File: src/rtl/aip_pkg.sv
package aip_pkg;
  // register byte offsets; the pending pointer sits at 0x20
  localparam logic [7:0] OFS_NEXT = 8'h20;
  localparam logic [7:0] OFS_SIZE = 8'h24;
  localparam logic [7:0] OFS_STAT = 8'h28;
  localparam logic [7:0] OFS_CHEN = 8'h2C;

  // bytes per sample word
  localparam int SMP_BYTES = 2;

  // address of the last byte of a block of 'words' samples starting at 'base'
  function automatic logic [32:0] blk_last_byte(input logic [31:0] base,
                                                input logic [31:0] words);
    logic [32:0] span;
    span = {words, 1'b0};
    return {1'b0, base} + span - 33'd1;
  endfunction

  // a block is legal when nonempty and its last byte lies below the top address
  function automatic logic blk_fits(input logic [31:0] base,
                                    input logic [31:0] words,
                                    input int aw);
    logic [32:0] top;
    top = (33'd1 << aw) - 33'd1;
    return (words != 32'd0) && (blk_last_byte(base, words) < top);
  endfunction
endpackage

File: src/rtl/aip_ptr_slot.sv
module aip_ptr_slot #(
  parameter int PW = 32
) (
  input  logic          clk,
  input  logic          rst_n,
  input  logic          wr_en,
  input  logic [PW-1:0] wr_val,
  input  logic          drop,
  output logic [PW-1:0] ptr,
  output logic          valid
);
  // a write in the same cycle as a drop re-arms the slot with the new value
  always_ff @(posedge clk or negedge rst_n) begin
    if (!rst_n) begin
      ptr   <= '0;
      valid <= 1'b0;
    end else if (wr_en) begin
      ptr   <= wr_val;
      valid <= 1'b1;
    end else if (drop) begin
      ptr   <= '0;
      valid <= 1'b0;
    end
  end
endmodule

File: src/rtl/aip_addr_gen.sv
module aip_addr_gen #(
  parameter int PW   = 32,
  parameter int SZ_W = 12
) (
  input  logic            clk,
  input  logic            rst_n,
  input  logic            load,
  input  logic [PW-1:0]   load_base,
  input  logic [SZ_W-1:0] load_words,
  input  logic            step,
  output logic            active,
  output logic [PW-1:0]   addr,
  output logic            at_last
);
  import aip_pkg::*;

  localparam logic [PW-1:0]   STRIDE = PW'(SMP_BYTES);
  localparam logic [SZ_W-1:0] ONE    = SZ_W'(1);

  logic [SZ_W-1:0] rem;

  assign at_last = active && (rem == ONE);

  always_ff @(posedge clk or negedge rst_n) begin
    if (!rst_n) begin
      active <= 1'b0;
      addr   <= '0;
      rem    <= '0;
    end else if (load) begin
      active <= 1'b1;
      addr   <= load_base;
      rem    <= load_words;
    end else if (step && active) begin
      addr <= addr + STRIDE;
      rem  <= rem - ONE;
      if (at_last) active <= 1'b0;
    end
  end
endmodule

File: src/rtl/aip_ctrl_regs.sv
module aip_ctrl_regs #(
  parameter int SZ_W = 12,
  parameter int NCH  = 4
) (
  input  logic            clk,
  input  logic            rst_n,
  input  logic            wr_size,
  input  logic [SZ_W-1:0] size_d,
  input  logic            wr_chen,
  input  logic [NCH-1:0]  chen_d,
  input  logic            clr_err,
  input  logic            set_err,
  output logic [SZ_W-1:0] size_q,
  output logic [NCH-1:0]  chen_q,
  output logic            err_q
);
  always_ff @(posedge clk or negedge rst_n) begin
    if (!rst_n) begin
      size_q <= '0;
      chen_q <= '0;
      err_q  <= 1'b0;
    end else begin
      if (wr_size) size_q <= size_d;
      if (set_err) begin
        err_q  <= 1'b1;
        chen_q <= '0;
      end else begin
        if (clr_err) err_q <= 1'b0;
        if (wr_chen) chen_q <= chen_d;
      end
    end
  end
endmodule

File: src/rtl/ain_ptr_handoff.sv
module ain_ptr_handoff #(
  parameter int AW   = 16,
  parameter int SZ_W = 12,
  parameter int NCH  = 4
) (
  input  logic           clk,
  input  logic           rst_n,
  input  logic [7:0]     reg_addr,
  input  logic           reg_wen,
  input  logic [31:0]    reg_wdata,
  output logic [31:0]    reg_rdata,
  input  logic           smp_valid,
  output logic           mem_wreq,
  output logic [31:0]    mem_addr,
  output logic [NCH-1:0] in_chan_en,
  output logic           dma_in_irq
);
  import aip_pkg::*;

  localparam int PW = 32;

  // named internal events
  logic            err_q, active, at_last, ptr_valid;
  logic [PW-1:0]   ptr_q, act_addr;
  logic [SZ_W-1:0] size_q, size_new, hand_words;
  logic [NCH-1:0]  chen_q;
  logic            wr_next, wr_size, wr_chen, clr_err;
  logic            start_req, sample_take, buf_done;
  logic            hand_try, hand_fits, hand_ok, hand_bad;
  logic            irq_q;

  // register decode; config writes are locked out while the error is set
  assign wr_next  = reg_wen && (reg_addr == OFS_NEXT) && !err_q;
  assign wr_size  = reg_wen && (reg_addr == OFS_SIZE) && !err_q;
  assign wr_chen  = reg_wen && (reg_addr == OFS_CHEN) && !err_q;
  assign clr_err  = reg_wen && (reg_addr == OFS_STAT) && reg_wdata[0];
  assign size_new = reg_wdata[SZ_W-1:0];

  // handoff events
  assign start_req   = wr_size && !active && ptr_valid && (size_new != '0);
  assign sample_take = smp_valid && active;
  assign buf_done    = sample_take && at_last;
  assign hand_try    = start_req || buf_done;
  assign hand_words  = start_req ? size_new : size_q;
  assign hand_fits   = ptr_valid && blk_fits(ptr_q, PW'(hand_words), AW);
  assign hand_ok     = hand_try && hand_fits;
  assign hand_bad    = hand_try && !hand_fits;

  aip_ptr_slot #(.PW(PW)) u_slot (
    .clk    (clk),
    .rst_n  (rst_n),
    .wr_en  (wr_next),
    .wr_val (reg_wdata),
    .drop   (hand_try),
    .ptr    (ptr_q),
    .valid  (ptr_valid)
  );

  aip_addr_gen #(.PW(PW), .SZ_W(SZ_W)) u_agen (
    .clk        (clk),
    .rst_n      (rst_n),
    .load       (hand_ok),
    .load_base  (ptr_q),
    .load_words (hand_words),
    .step       (sample_take),
    .active     (active),
    .addr       (act_addr),
    .at_last    (at_last)
  );

  aip_ctrl_regs #(.SZ_W(SZ_W), .NCH(NCH)) u_regs (
    .clk     (clk),
    .rst_n   (rst_n),
    .wr_size (wr_size),
    .size_d  (size_new),
    .wr_chen (wr_chen),
    .chen_d  (reg_wdata[NCH-1:0]),
    .clr_err (clr_err),
    .set_err (hand_bad),
    .size_q  (size_q),
    .chen_q  (chen_q),
    .err_q   (err_q)
  );

  always_ff @(posedge clk or negedge rst_n) begin
    if (!rst_n) irq_q <= 1'b0;
    else        irq_q <= hand_ok;
  end

  assign dma_in_irq = irq_q;
  assign mem_wreq   = sample_take;
  assign mem_addr   = act_addr;
  assign in_chan_en = chen_q;

  always_comb begin
    reg_rdata = '0;
    unique case (reg_addr)
      OFS_NEXT: reg_rdata = ptr_q;
      OFS_SIZE: reg_rdata[SZ_W-1:0] = size_q;
      OFS_STAT: reg_rdata[1:0] = {active, err_q};
      OFS_CHEN: reg_rdata[NCH-1:0] = chen_q;
      default:  reg_rdata = '0;
    endcase
  end
endmodule

File: config.mk
export PLATFORM = sky130hd
export DESIGN_NAME = ain_ptr_handoff
export DESIGN_NICKNAME = d
export VERILOG_FILES = /design/src/rtl/aip_pkg.sv /design/src/rtl/aip_ptr_slot.sv /design/src/rtl/aip_addr_gen.sv /design/src/rtl/aip_ctrl_regs.sv /design/src/rtl/ain_ptr_handoff.sv
export SDC_FILE = /design/constraint.sdc
export NUM_CORES = 1
export LEC_CHECK = 0
export ABC_AREA = 0
export BUFFER_PORTS_ARGS = -buffer_cell sky130_fd_sc_hd__buf_2
export CORE_ASPECT_RATIO = 0.6
export CORE_MARGIN = 2
export CORE_UTILIZATION = 50
export DETAILED_ROUTE_END_ITERATION = 12
export MAX_ROUTING_LAYER = met4
export PLACE_DENSITY = 0.74
export SETUP_SLACK_MARGIN = 0.3
export SLEW_MARGIN = 20
export SYNTH_ARGS = -nofsm -noshare
export SYNTH_HDL_FRONTEND = slang
export SYNTH_SLANG_ARGS = --single-unit
export TNS_END_PERCENT = 100
File: constraint.sdc
create_clock -name clk -period 4.6 [get_ports clk]
set_clock_uncertainty 0.2 [all_clocks]
set_input_delay 0.46 -clock clk [delete_from_list [all_inputs] [get_ports clk]]
set_output_delay 0.46 -clock clk [all_outputs]
set_load 0.01 [all_outputs]
==> report_table.html, run 1 <==
<table>
<tr><th>Metric</th><th>Value</th></tr>
<tr><th colspan="2">Run status</th></tr>
<tr><td>Result of the run</td><td>finished, violations left</td></tr>
<tr><td>Violations in the final reports</td><td>setup timing</td></tr>
<tr><th colspan="2">Placement</th></tr>
<tr><td>Final RePlAce weighted congestion</td><td>1.01</td></tr>
<tr><td>Final HPWL DP</td><td>19.6 mm</td></tr>
<tr><td>Count of input and output buffers</td><td>113</td></tr>
<tr><td>Setup WS pre-CTS</td><td>-0.724 ns</td></tr>
<tr><th colspan="2">Synthesis</th></tr>
<tr><td>Gate count after technology mapping</td><td>845</td></tr>
<tr><td>Post-Synthesis Net Count</td><td>935</td></tr>
<tr><td>Ranking of synthesized cells by instance count</td><td>sky130_fd_sc_hd__dfrtp_1, sky130_fd_sc_hd__nand2_1, sky130_fd_sc_hd__inv_1</td></tr>
<tr><td>EDFF count, synth</td><td>0</td></tr>
<tr><td>Number of synthesis warnings</td><td>0</td></tr>
<tr><td>Share of flip-flops with an asynchronous set or reset after synthesis</td><td>100%</td></tr>
<tr><td>Proportion of synthesized chip area in sequential cells</td><td>31.5%</td></tr>
<tr><td>Post-synth cell types</td><td>79</td></tr>
<tr><td>Most common cell in the synthesized netlist</td><td>sky130_fd_sc_hd__dfrtp_1</td></tr>
<tr><td>Synth top area share</td><td>31.5%</td></tr>
<tr><td>Number of register bits inferred by synthesis</td><td>96</td></tr>
<tr><td>Cell taking the most area after synthesis</td><td>sky130_fd_sc_hd__dfrtp_1</td></tr>
<tr><td>Top flip-flop cell by instance count after synthesis</td><td>sky130_fd_sc_hd__dfrtp_1</td></tr>
<tr><td>Mapped Avg Cell Area</td><td>9.02 µm²</td></tr>
<tr><td>Area contributors post-synth</td><td>sky130_fd_sc_hd__dfrtp_1, sky130_fd_sc_hd__ha_1, sky130_fd_sc_hd__mux2i_1</td></tr>
<tr><td>Post-Syn Area</td><td>7620 µm²</td></tr>
<tr><th colspan="2">Power</th></tr>
<tr><td>Worst vdd rail ir drop</td><td>0.198 mV</td></tr>
<tr><td>Seq pwr share</td><td>27.7%</td></tr>
<tr><td>Share of power burned in combinational logic</td><td>47.6%</td></tr>
<tr><td>Sw frac</td><td>40.3%</td></tr>
<tr><td>Clock share of power</td><td>24.7%</td></tr>
<tr><td>Tot Pwr</td><td>3.29 mW</td></tr>
<tr><td>Reported leakage power</td><td>5.31 nW</td></tr>
<tr><td>Internal power</td><td>1.97 mW</td></tr>
<tr><td>P per Cell Area</td><td>330 nW/µm²</td></tr>
<tr><td>Switching component of the power</td><td>1.33 mW</td></tr>
<tr><th colspan="2">STA</th></tr>
<tr><td>Worst slew margin</td><td>48.7%</td></tr>
<tr><td>Number of setup violations in the final report</td><td>51</td></tr>
<tr><td>WHS</td><td>0.101 ns</td></tr>
<tr><td>Post-Route Setup TNS</td><td>-14.74 ns</td></tr>
<tr><td>Max Clock Freq</td><td>201 MHz</td></tr>
<tr><td>Count of final hold-check violations</td><td>0</td></tr>
<tr><td>Post-route clock period utilization</td><td>108%</td></tr>
<tr><td>Max-slew violation count</td><td>0</td></tr>
<tr><td>Min Tclk post-route</td><td>4.97 ns</td></tr>
<tr><td>Actual slew at the worst max-slew pin</td><td>0.770 ns</td></tr>
<tr><td>Worst path setup slack after routing</td><td>-0.370 ns</td></tr>
<tr><td>Setup repair after global routing missed its margin</td><td>yes</td></tr>
<tr><th colspan="2">Setup path</th></tr>
<tr><td>Arrival time at the worst endpoint</td><td>5.01 ns</td></tr>
<tr><td>Kind of cell with the highest combined delay on the critical path</td><td>simple AND/OR/NAND/NOR gates</td></tr>
<tr><td>Data required time at the worst endpoint</td><td>4.64 ns</td></tr>
<tr><td>Ordered list of cells on the worst path</td><td>and3b_1 &gt; and4_4 &gt; nand4b_4 &gt; buf_6 &gt; mux2i_2 &gt; ha_1 &gt; inv_2 &gt; fa_2 &gt; buf_4 &gt; xor2_1 &gt; nand4b_1 &gt; a21oi_1 &gt; nand4_1 &gt; or4_1 &gt; nor4_1 &gt; and4bb_4 &gt; nand4_4 &gt; buf_6 &gt; buf_16 &gt; mux2_2</td></tr>
<tr><td>Crit path kind</td><td>reg2reg</td></tr>
<tr><td>Crit path capture type</td><td>flop</td></tr>
<tr><td>Library cell contributing the largest single delay on the critical path</td><td>sky130_fd_sc_hd__or4_1</td></tr>
<tr><td>Largest incremental delay on the critical path</td><td>0.51 ns</td></tr>
<tr><td>Max Fanout on Critical Path</td><td>5</td></tr>
<tr><td>Most prevalent standard cell on the critical path</td><td>sky130_fd_sc_hd__buf_6</td></tr>
<tr><td>Count of buffer and inverter cells on the critical path</td><td>5</td></tr>
<tr><td>Nature of the critical path startpoint</td><td>flop</td></tr>
<tr><th colspan="2">Die</th></tr>
<tr><td>Initial core utilization</td><td>51.9%</td></tr>
<tr><td>Area of the core</td><td>14,700 µm²</td></tr>
<tr><td>Number of rows created at floorplan</td><td>34</td></tr>
<tr><td>Height of the chip</td><td>99.6 µm</td></tr>
<tr><td>Area of the die</td><td>16,300 µm²</td></tr>
<tr><td>Count of boundary I/O pins</td><td>114</td></tr>
<tr><td>Horiz. Die Dim</td><td>163 µm</td></tr>
<tr><th colspan="2">Clocking</th></tr>
<tr><td>Latest clock arrival within the worst-skew pair</td><td>0.35 ns</td></tr>
<tr><td>Clock transition at the registers of the reported paths</td><td>0.08 ns</td></tr>
<tr><td>Worst-case clock buffer depth</td><td>2</td></tr>
<tr><td># H-tree levels</td><td>3</td></tr>
<tr><td>Clock tree from TritonCTS</td><td>yes</td></tr>
<tr><td>Clock net sink count</td><td>96</td></tr>
<tr><td>TritonCTS Buffers</td><td>9</td></tr>
<tr><td>Root Buffer</td><td>sky130_fd_sc_hd__clkbuf_16</td></tr>
<tr><th colspan="2">Worst hold path</th></tr>
<tr><td>Hold/Removal Path Class</td><td>in2reg</td></tr>
<tr><th colspan="2">Layout</th></tr>
<tr><td>Final net count</td><td>1,138</td></tr>
<tr><td>Core Util, Final</td><td>68.1%</td></tr>
<tr><td>Ratio of cells with drive above 1 in the final layout</td><td>33.2%</td></tr>
<tr><td>Diode insertion count for antenna repair</td><td>0</td></tr>
<tr><td>Layout Area Growth over Synthesis</td><td>31.1%</td></tr>
<tr><th colspan="2">GRT</th></tr>
<tr><td>Remaining global-route overflow</td><td>0</td></tr>
<tr><td>Pin count of the biggest net entering global routing</td><td>63</td></tr>
<tr><td>Global-route wire length before repair</td><td>42.0 mm</td></tr>
<tr><td>Overall global routing resource usage</td><td>35.1%</td></tr>
<tr><td>Antenna violations before repair</td><td>0</td></tr>
<tr><td>Vias in the first global route</td><td>7,320</td></tr>
<tr><th colspan="2">Drt</th></tr>
<tr><td>Routed via count</td><td>7,691</td></tr>
<tr><td>Iteration count of the initial detailed-routing pass</td><td>5</td></tr>
<tr><td>Routed Antenna Nets</td><td>0</td></tr>
<tr><td>Number of DRC markers in iteration 0</td><td>816</td></tr>
<tr><td>Routed wire length per instance</td><td>22.1 µm</td></tr>
<tr><td># DRC</td><td>0</td></tr>
<tr><td>Detailed-route wire length</td><td>27.6 mm</td></tr>
<tr><td>Per-cell via count in the routed design</td><td>6.15</td></tr>
<tr><th colspan="2">Job</th></tr>
<tr><td>Maximum capacitance violations</td><td>0</td></tr>
</table>
worst min-delay path: stages:
cell and delay, ns:
sky130_fd_sc_hd__buf_2 0.07, sky130_fd_sc_hd__nand2_1 0.04, sky130_fd_sc_hd__o31ai_1 0.05
timing repair:
| item | 4_1_cts | 5_1_grt |
|---|---|---|
| buffers inserted | 20 | 6 |
| gates resized for setup | 48 | 34 |
| hold buffers | 1 | 0 |
| gates cloned | 4 | 1 |
| hold endpoints to repair | 5 | 0 |
| pin swaps | 12 | 2 |
| endpoints found under the setup margin | 51 | 51 |
stage by stage:
| stage | instances | cell area [µm²] |
|---|---|---|
| floorplan | 845 | 7660 |
| global placement | 1203 | 8930 |
| detailed placement | 1203 | 8930 |
| CTS | 1244 | 9760 |
| global route | 1251 | 9990 |
| finish | 1251 | 9990 |
state kept, by name, summed over array words and instances, names as in the netlist:
| signal | cells |
|---|---|
| u_slot.valid | 1 |
| u_agen.active | 1 |
| u_regs.size_q | 12 |
| dma_in_irq | 1 |
| u_regs.chen_q | 4 |
| u_agen.addr | 32 |
| u_agen.rem | 12 |
| u_slot.ptr | 32 |
| u_regs.err_q | 1 |
cell type report:
class / count / area (µm²)
multi-input combinational: 647 / 5110
fill: 1126 / 4680
tap: 198 / 248
sequential: 96 / 2400
clock inverter: 6 / 76.3
clock buffer: 10 / 229
timing repair buffer: 234 / 1700
inverter: 60 / 225
power by group through the flow:
stage / combinational (mW) / clock (mW) / sequential, mW
after floorplan: 0.921 / 0 / 0.911
after global routing: 1.67 / 0.859 / 0.915
after detailed placement: 1.36 / 0 / 0.925
after CTS: 1.45 / 0.816 / 0.910
final: 1.57 / 0.815 / 0.912
after global placement: 1.37 / 0 / 0.924
cell usage in the layout, fill, tap and decap left out, types with 31 or more instances in the layout:
cell and n:
sky130_fd_sc_hd__buf_4 95, sky130_fd_sc_hd__ha_1 36, sky130_fd_sc_hd__a21oi_1 35, sky130_fd_sc_hd__dfrtp_1 96, sky130_fd_sc_hd__o31ai_1 31, sky130_fd_sc_hd__buf_2 112, sky130_fd_sc_hd__and3_1 33, sky130_fd_sc_hd__nand2_1 92
sky130_fd_sc_hd__mux2i_1 46, sky130_fd_sc_hd__nor2_1 41, sky130_fd_sc_hd__inv_1 56
path summary, 6_finish.rpt:
check	slack, ns	end	cells after the start	from
worst max-delay path	-0.37	u_agen.addr[9]	20	u_regs.err_q
worst min-delay path	0.10	u_slot.ptr[30]	3	reg_wdata[30]
worst max register to register	-0.37	u_agen.addr[9]	20	u_regs.err_q
worst min register to register	0.34	u_agen.addr[0]	1	u_agen.addr[0]
max in group asynchronous	2.66	u_agen.rem[2]	3	rst_n
min in group asynchronous	0.49	u_slot.ptr[13]	2	rst_n
cell families (layout without fill, tap and decap cells):
kind of cell,after synthesis,count (layout),share of synthesized area [%]
compound gates,189,189,17.9
xor+xnor,54,54,6.21
fa+ha+maj,46,46,7.65
buf+inv,102,310,6.27
flops,96,96,31.5
mux,80,80,11.3
simple gates,278,278,19.1
metal layers:
| layer | routed length, µm | global-route usage [%] | part of all wire (%) | vias to the layer above |
|---|---|---|---|---|
| li1 | - | - | - | 3474 |
| met1 | 13200 | 54.2 | 48 | 3708 |
| met2 | 10600 | 44.2 | 38 | 470 |
| met3 | 3380 | 10.1 | 12 | 39 |
| met4 | 397 | 7.22 | 1.4 | 0 |
| met5 | 0 | - | 0 | - |
Note: power is estimated with default switching activity, not from simulation.
==> run 2: changes to the inputs <==
--- a/config.mk
+++ b/config.mk
@@ -6,13 +6,13 @@
 export NUM_CORES = 1
 export LEC_CHECK = 0
 export ABC_AREA = 0
-export BUFFER_PORTS_ARGS = -buffer_cell sky130_fd_sc_hd__buf_2
 export CORE_ASPECT_RATIO = 0.6
 export CORE_MARGIN = 2
 export CORE_UTILIZATION = 50
 export DETAILED_ROUTE_END_ITERATION = 12
+export DONT_BUFFER_PORTS = 1
 export MAX_ROUTING_LAYER = met4
-export PLACE_DENSITY = 0.74
+export PLACE_DENSITY = 0.68
 export SETUP_SLACK_MARGIN = 0.3
 export SLEW_MARGIN = 20
 export SYNTH_ARGS = -nofsm -noshare
==> report_table.html, run 2 (synthesized netlist as in run 1, its figures left out) <==
<table>
<tr><th>Metric</th><th>Value</th></tr>
<tr><th colspan="2">Run status</th></tr>
<tr><td>Result of the run</td><td>finished, violations left</td></tr>
<tr><td>Violations in the final reports</td><td>setup timing</td></tr>
<tr><th colspan="2">STA</th></tr>
<tr><td>Max-slew violation count</td><td>0 (unchanged)</td></tr>
<tr><td>Min Tclk post-route</td><td>4.99 ns (+0.0160 ns)</td></tr>
<tr><td>Number of setup violations in the final report</td><td>51 (unchanged)</td></tr>
<tr><td>Worst path setup slack after routing</td><td>-0.386 ns (-0.0160 ns)</td></tr>
<tr><td>Actual slew at the worst max-slew pin</td><td>0.843 ns (+0.0732 ns)</td></tr>
<tr><td>Worst slew margin</td><td>43.8% (-4.9 points)</td></tr>
<tr><td>Count of final hold-check violations</td><td>0 (unchanged)</td></tr>
<tr><td>Post-Route Setup TNS</td><td>-15.24 ns (-0.497 ns)</td></tr>
<tr><td>Max Clock Freq</td><td>201 MHz (-0.32%)</td></tr>
<tr><td>Setup repair after global routing missed its margin</td><td>yes</td></tr>
<tr><td>Post-route clock period utilization</td><td>108% (+0.35 points)</td></tr>
<tr><th colspan="2">Die</th></tr>
<tr><td>Area of the die</td><td>16,300 µm² (unchanged)</td></tr>
<tr><td>Initial core utilization</td><td>51.9% (unchanged)</td></tr>
<tr><td>Height of the chip</td><td>99.6 µm (unchanged)</td></tr>
<tr><td>Count of boundary I/O pins</td><td>114 (unchanged)</td></tr>
<tr><td>Horiz. Die Dim</td><td>163 µm (unchanged)</td></tr>
<tr><td>Area of the core</td><td>14,700 µm² (unchanged)</td></tr>
<tr><td>Number of rows created at floorplan</td><td>34 (unchanged)</td></tr>
<tr><th colspan="2">Setup path</th></tr>
<tr><td>Arrival time at the worst endpoint</td><td>5.06 ns (+0.05 ns)</td></tr>
<tr><td>Crit path kind</td><td>reg2reg</td></tr>
<tr><td>Data required time at the worst endpoint</td><td>4.67 ns (+0.03 ns)</td></tr>
<tr><td>Nature of the critical path startpoint</td><td>flop</td></tr>
<tr><td>Max Fanout on Critical Path</td><td>7 (+2)</td></tr>
<tr><td>Crit path capture type</td><td>flop</td></tr>
<tr><th colspan="2">Layout</th></tr>
<tr><td>Leading cell type in the layout, fill and taps excluded</td><td>sky130_fd_sc_hd__dfrtp_1</td></tr>
<tr><td>Diode insertion count for antenna repair</td><td>0 (unchanged)</td></tr>
<tr><td>Layout Area Growth over Synthesis</td><td>28.5%</td></tr>
<tr><td>Final net count</td><td>1,026 (-9.8%)</td></tr>
<tr><td>Fillers</td><td>1,125 (-0.089%)</td></tr>
<tr><td>Most frequent cells in the layout</td><td>sky130_fd_sc_hd__dfrtp_1, sky130_fd_sc_hd__buf_4, sky130_fd_sc_hd__nand2_1</td></tr>
<tr><td>Biggest regs</td><td>u_agen.addr x32, u_slot.ptr x32</td></tr>
<tr><td>Ratio of cells with drive above 1 in the final layout</td><td>29.3% (-3.9 points)</td></tr>
<tr><td>Final Instance Area</td><td>9790 µm² (-2.0%)</td></tr>
<tr><th colspan="2">Power</th></tr>
<tr><td>Reported leakage power</td><td>4.80 nW (-9.7%)</td></tr>
<tr><td>Worst vdd rail ir drop</td><td>0.211 mV (+6.7%)</td></tr>
<tr><td>P per Cell Area</td><td>353 nW/µm² (+7.0%)</td></tr>
<tr><th colspan="2">Placement</th></tr>
<tr><td>Final HPWL DP</td><td>19.5 mm (-0.46%)</td></tr>
<tr><td>Final RePlAce weighted congestion</td><td>1.02 (+0.78%)</td></tr>
<tr><td>Placed Area</td><td>8300 µm² (-7.1%)</td></tr>
<tr><td>Count of input and output buffers</td><td>0 (-100%)</td></tr>
<tr><th colspan="2">Clocking</th></tr>
<tr><td>Clock net sink count</td><td>96 (unchanged)</td></tr>
<tr><td># H-tree levels</td><td>3 (unchanged)</td></tr>
<tr><td>TritonCTS Buffers</td><td>9 (unchanged)</td></tr>
<tr><td>Clock tree from TritonCTS</td><td>yes</td></tr>
<tr><td>Worst-case clock buffer depth</td><td>2 (unchanged)</td></tr>
<tr><td>Clock transition at the registers of the reported paths</td><td>0.08 ns (about the same)</td></tr>
<tr><td>Latest clock arrival within the worst-skew pair</td><td>0.36 ns (about the same)</td></tr>
<tr><td>Root Buffer</td><td>sky130_fd_sc_hd__clkbuf_16</td></tr>
<tr><th colspan="2">GRT</th></tr>
<tr><td>Pin count of the biggest net entering global routing</td><td>97 (+54%)</td></tr>
<tr><td>Overall global routing resource usage</td><td>34.1% (-1.0 points)</td></tr>
<tr><td>Vias in the first global route</td><td>7,070 (-3.4%)</td></tr>
<tr><td>Antenna violations before repair</td><td>0 (unchanged)</td></tr>
<tr><td>Remaining global-route overflow</td><td>0 (unchanged)</td></tr>
<tr><td>Global-route wire length before repair</td><td>41.0 mm (-2.5%)</td></tr>
<tr><th colspan="2">Drt</th></tr>
<tr><td>Routed wire length per instance</td><td>24.3 µm (+10%)</td></tr>
<tr><td>Iteration count of the initial detailed-routing pass</td><td>5 (unchanged)</td></tr>
<tr><td># DRC</td><td>0 (unchanged)</td></tr>
<tr><td>Number of DRC markers in iteration 0</td><td>880 (+7.8%)</td></tr>
<tr><td>Routed via count</td><td>7,389 (-3.9%)</td></tr>
<tr><td>Detailed-route wire length</td><td>27.6 mm (+0.14%)</td></tr>
<tr><td>Per-cell via count in the routed design</td><td>6.49 (+5.5%)</td></tr>
<tr><td>Routed Antenna Nets</td><td>0 (unchanged)</td></tr>
<tr><th colspan="2">Worst hold path</th></tr>
<tr><td>Hold/Removal Path Class</td><td>in2reg</td></tr>
<tr><th colspan="2">Job</th></tr>
<tr><td>Maximum capacitance violations</td><td>0 (unchanged)</td></tr>
</table>
run 2: cell count changes in the layout (fill, tap and decap cells not counted), moves of 4 or more:
| cell | change |
|---|---|
| sky130_fd_sc_hd__buf_2 | -112 |
| sky130_fd_sc_hd__ha_4 | +9 |
| sky130_fd_sc_hd__ha_1 | -8 |
| sky130_fd_sc_hd__mux2i_1 | -7 |
| sky130_fd_sc_hd__buf_4 | -6 |
| sky130_fd_sc_hd__a21oi_1 | -5 |
| sky130_fd_sc_hd__buf_6 | +4 |
| sky130_fd_sc_hd__mux2i_2 | +4 |
| sky130_fd_sc_hd__nand2_1 | -4 |
| sky130_fd_sc_hd__nand2_2 | +4 |
run 2: power by group:
| group | switching [mW] | leakage [nW] | internal (mW) |
|---|---|---|---|
| Clock | 0.414 | 0.140 | 0.386 |
| Sequential | 0.0371 | 1.20 | 0.875 |
| Combinational | 0.986 | 3.46 | 0.753 |
run 2: path summary, 6_finish.rpt:
path / cells past startpoint / end / slack [ns] / start
max in group asynchronous: 2 / u_agen.addr[23] / 3.30 / rst_n
worst min register to register: 1 / u_agen.addr[11] / 0.36 / u_slot.ptr[11]
worst max register to register: 21 / u_agen.rem[6] / -0.39 / u_regs.err_q
worst max-delay path: 21 / u_agen.rem[6] / -0.39 / u_regs.err_q
min in group asynchronous: 2 / u_regs.size_q[10] / 0.48 / rst_n
worst min-delay path: 2 / u_slot.ptr[24] / 0.02 / reg_wdata[24]
run 2: metal layers:
| metal | wire length (µm) | global-route usage (%) | share of wire, % |
|---|---|---|---|
| met3 | 3450 | 11.1 | 12 |
| met2 | 11500 | 46.2 | 42 |
| met5 | 0 | - | 0 |
| met1 | 12400 | 49.8 | 45 |
| met4 | 256 | 5.38 | 0.93 |
run 2: through the flow:
stage          utilization [%]  power [mW]  instances  setup WS, ns  hold slack, ns
2_1_floorplan                -        1.83        845        -0.238         -0.0356
3_3_place_gp              56.5        2.27       1080        -0.548         -0.0331
3_5_place_dp              56.5        2.26       1080        -0.719         -0.0336
4_1_cts                   63.0        3.20       1120        -0.241          0.0155
5_1_grt                   66.7        3.60       1139        -0.448          0.0166
6_report                  66.7        3.45       1139        -0.386          0.0169
run 2: repair_timing:
item                                    CTS  global route
gates resized for setup                  72            70
endpoints found under the setup margin   51            51
hold buffers                              2             0
buffers inserted                         20            17
hold endpoints to repair                 96             0
gates cloned                              2             2
pin swaps                                20            21
run 2: final cells by class:
class / instances / area [µm²] / share of cell area, %
Tap cell: 198 / 248 / 2.53
Sequential cell: 96 / 2400 / 24.5
Clock inverter: 7 / 73.8 / 0.754
Clock buffer: 9 / 225 / 2.30
Multi-Input combinational cell: 647 / 5430 / 55.5
Inverter: 60 / 228 / 2.33
Timing Repair Buffer: 122 / 1180 / 12.1
run 2: worst max-delay path, stage by stage (launching register included):
cell and delay, ns:
sky130_fd_sc_hd__dfrtp_1 0.38, sky130_fd_sc_hd__and3b_1 0.21, sky130_fd_sc_hd__and4_4 0.26, sky130_fd_sc_hd__nand4b_4 0.15, sky130_fd_sc_hd__buf_12 0.18, sky130_fd_sc_hd__buf_12 0.14, sky130_fd_sc_hd__mux2i_4 0.20, sky130_fd_sc_hd__ha_4 0.28
sky130_fd_sc_hd__inv_2 0.04, sky130_fd_sc_hd__ha_4 0.23, sky130_fd_sc_hd__a21o_1 0.20, sky130_fd_sc_hd__a31o_4 0.23, sky130_fd_sc_hd__a311oi_2 0.31, sky130_fd_sc_hd__o21ai_1 0.12, sky130_fd_sc_hd__or4_1 0.54, sky130_fd_sc_hd__nor4_2 0.19
sky130_fd_sc_hd__and4bb_4 0.25, sky130_fd_sc_hd__nand4_4 0.13, sky130_fd_sc_hd__buf_6 0.12, sky130_fd_sc_hd__buf_12 0.14, sky130_fd_sc_hd__clkbuf_16 0.16, sky130_fd_sc_hd__mux2i_1 0.21
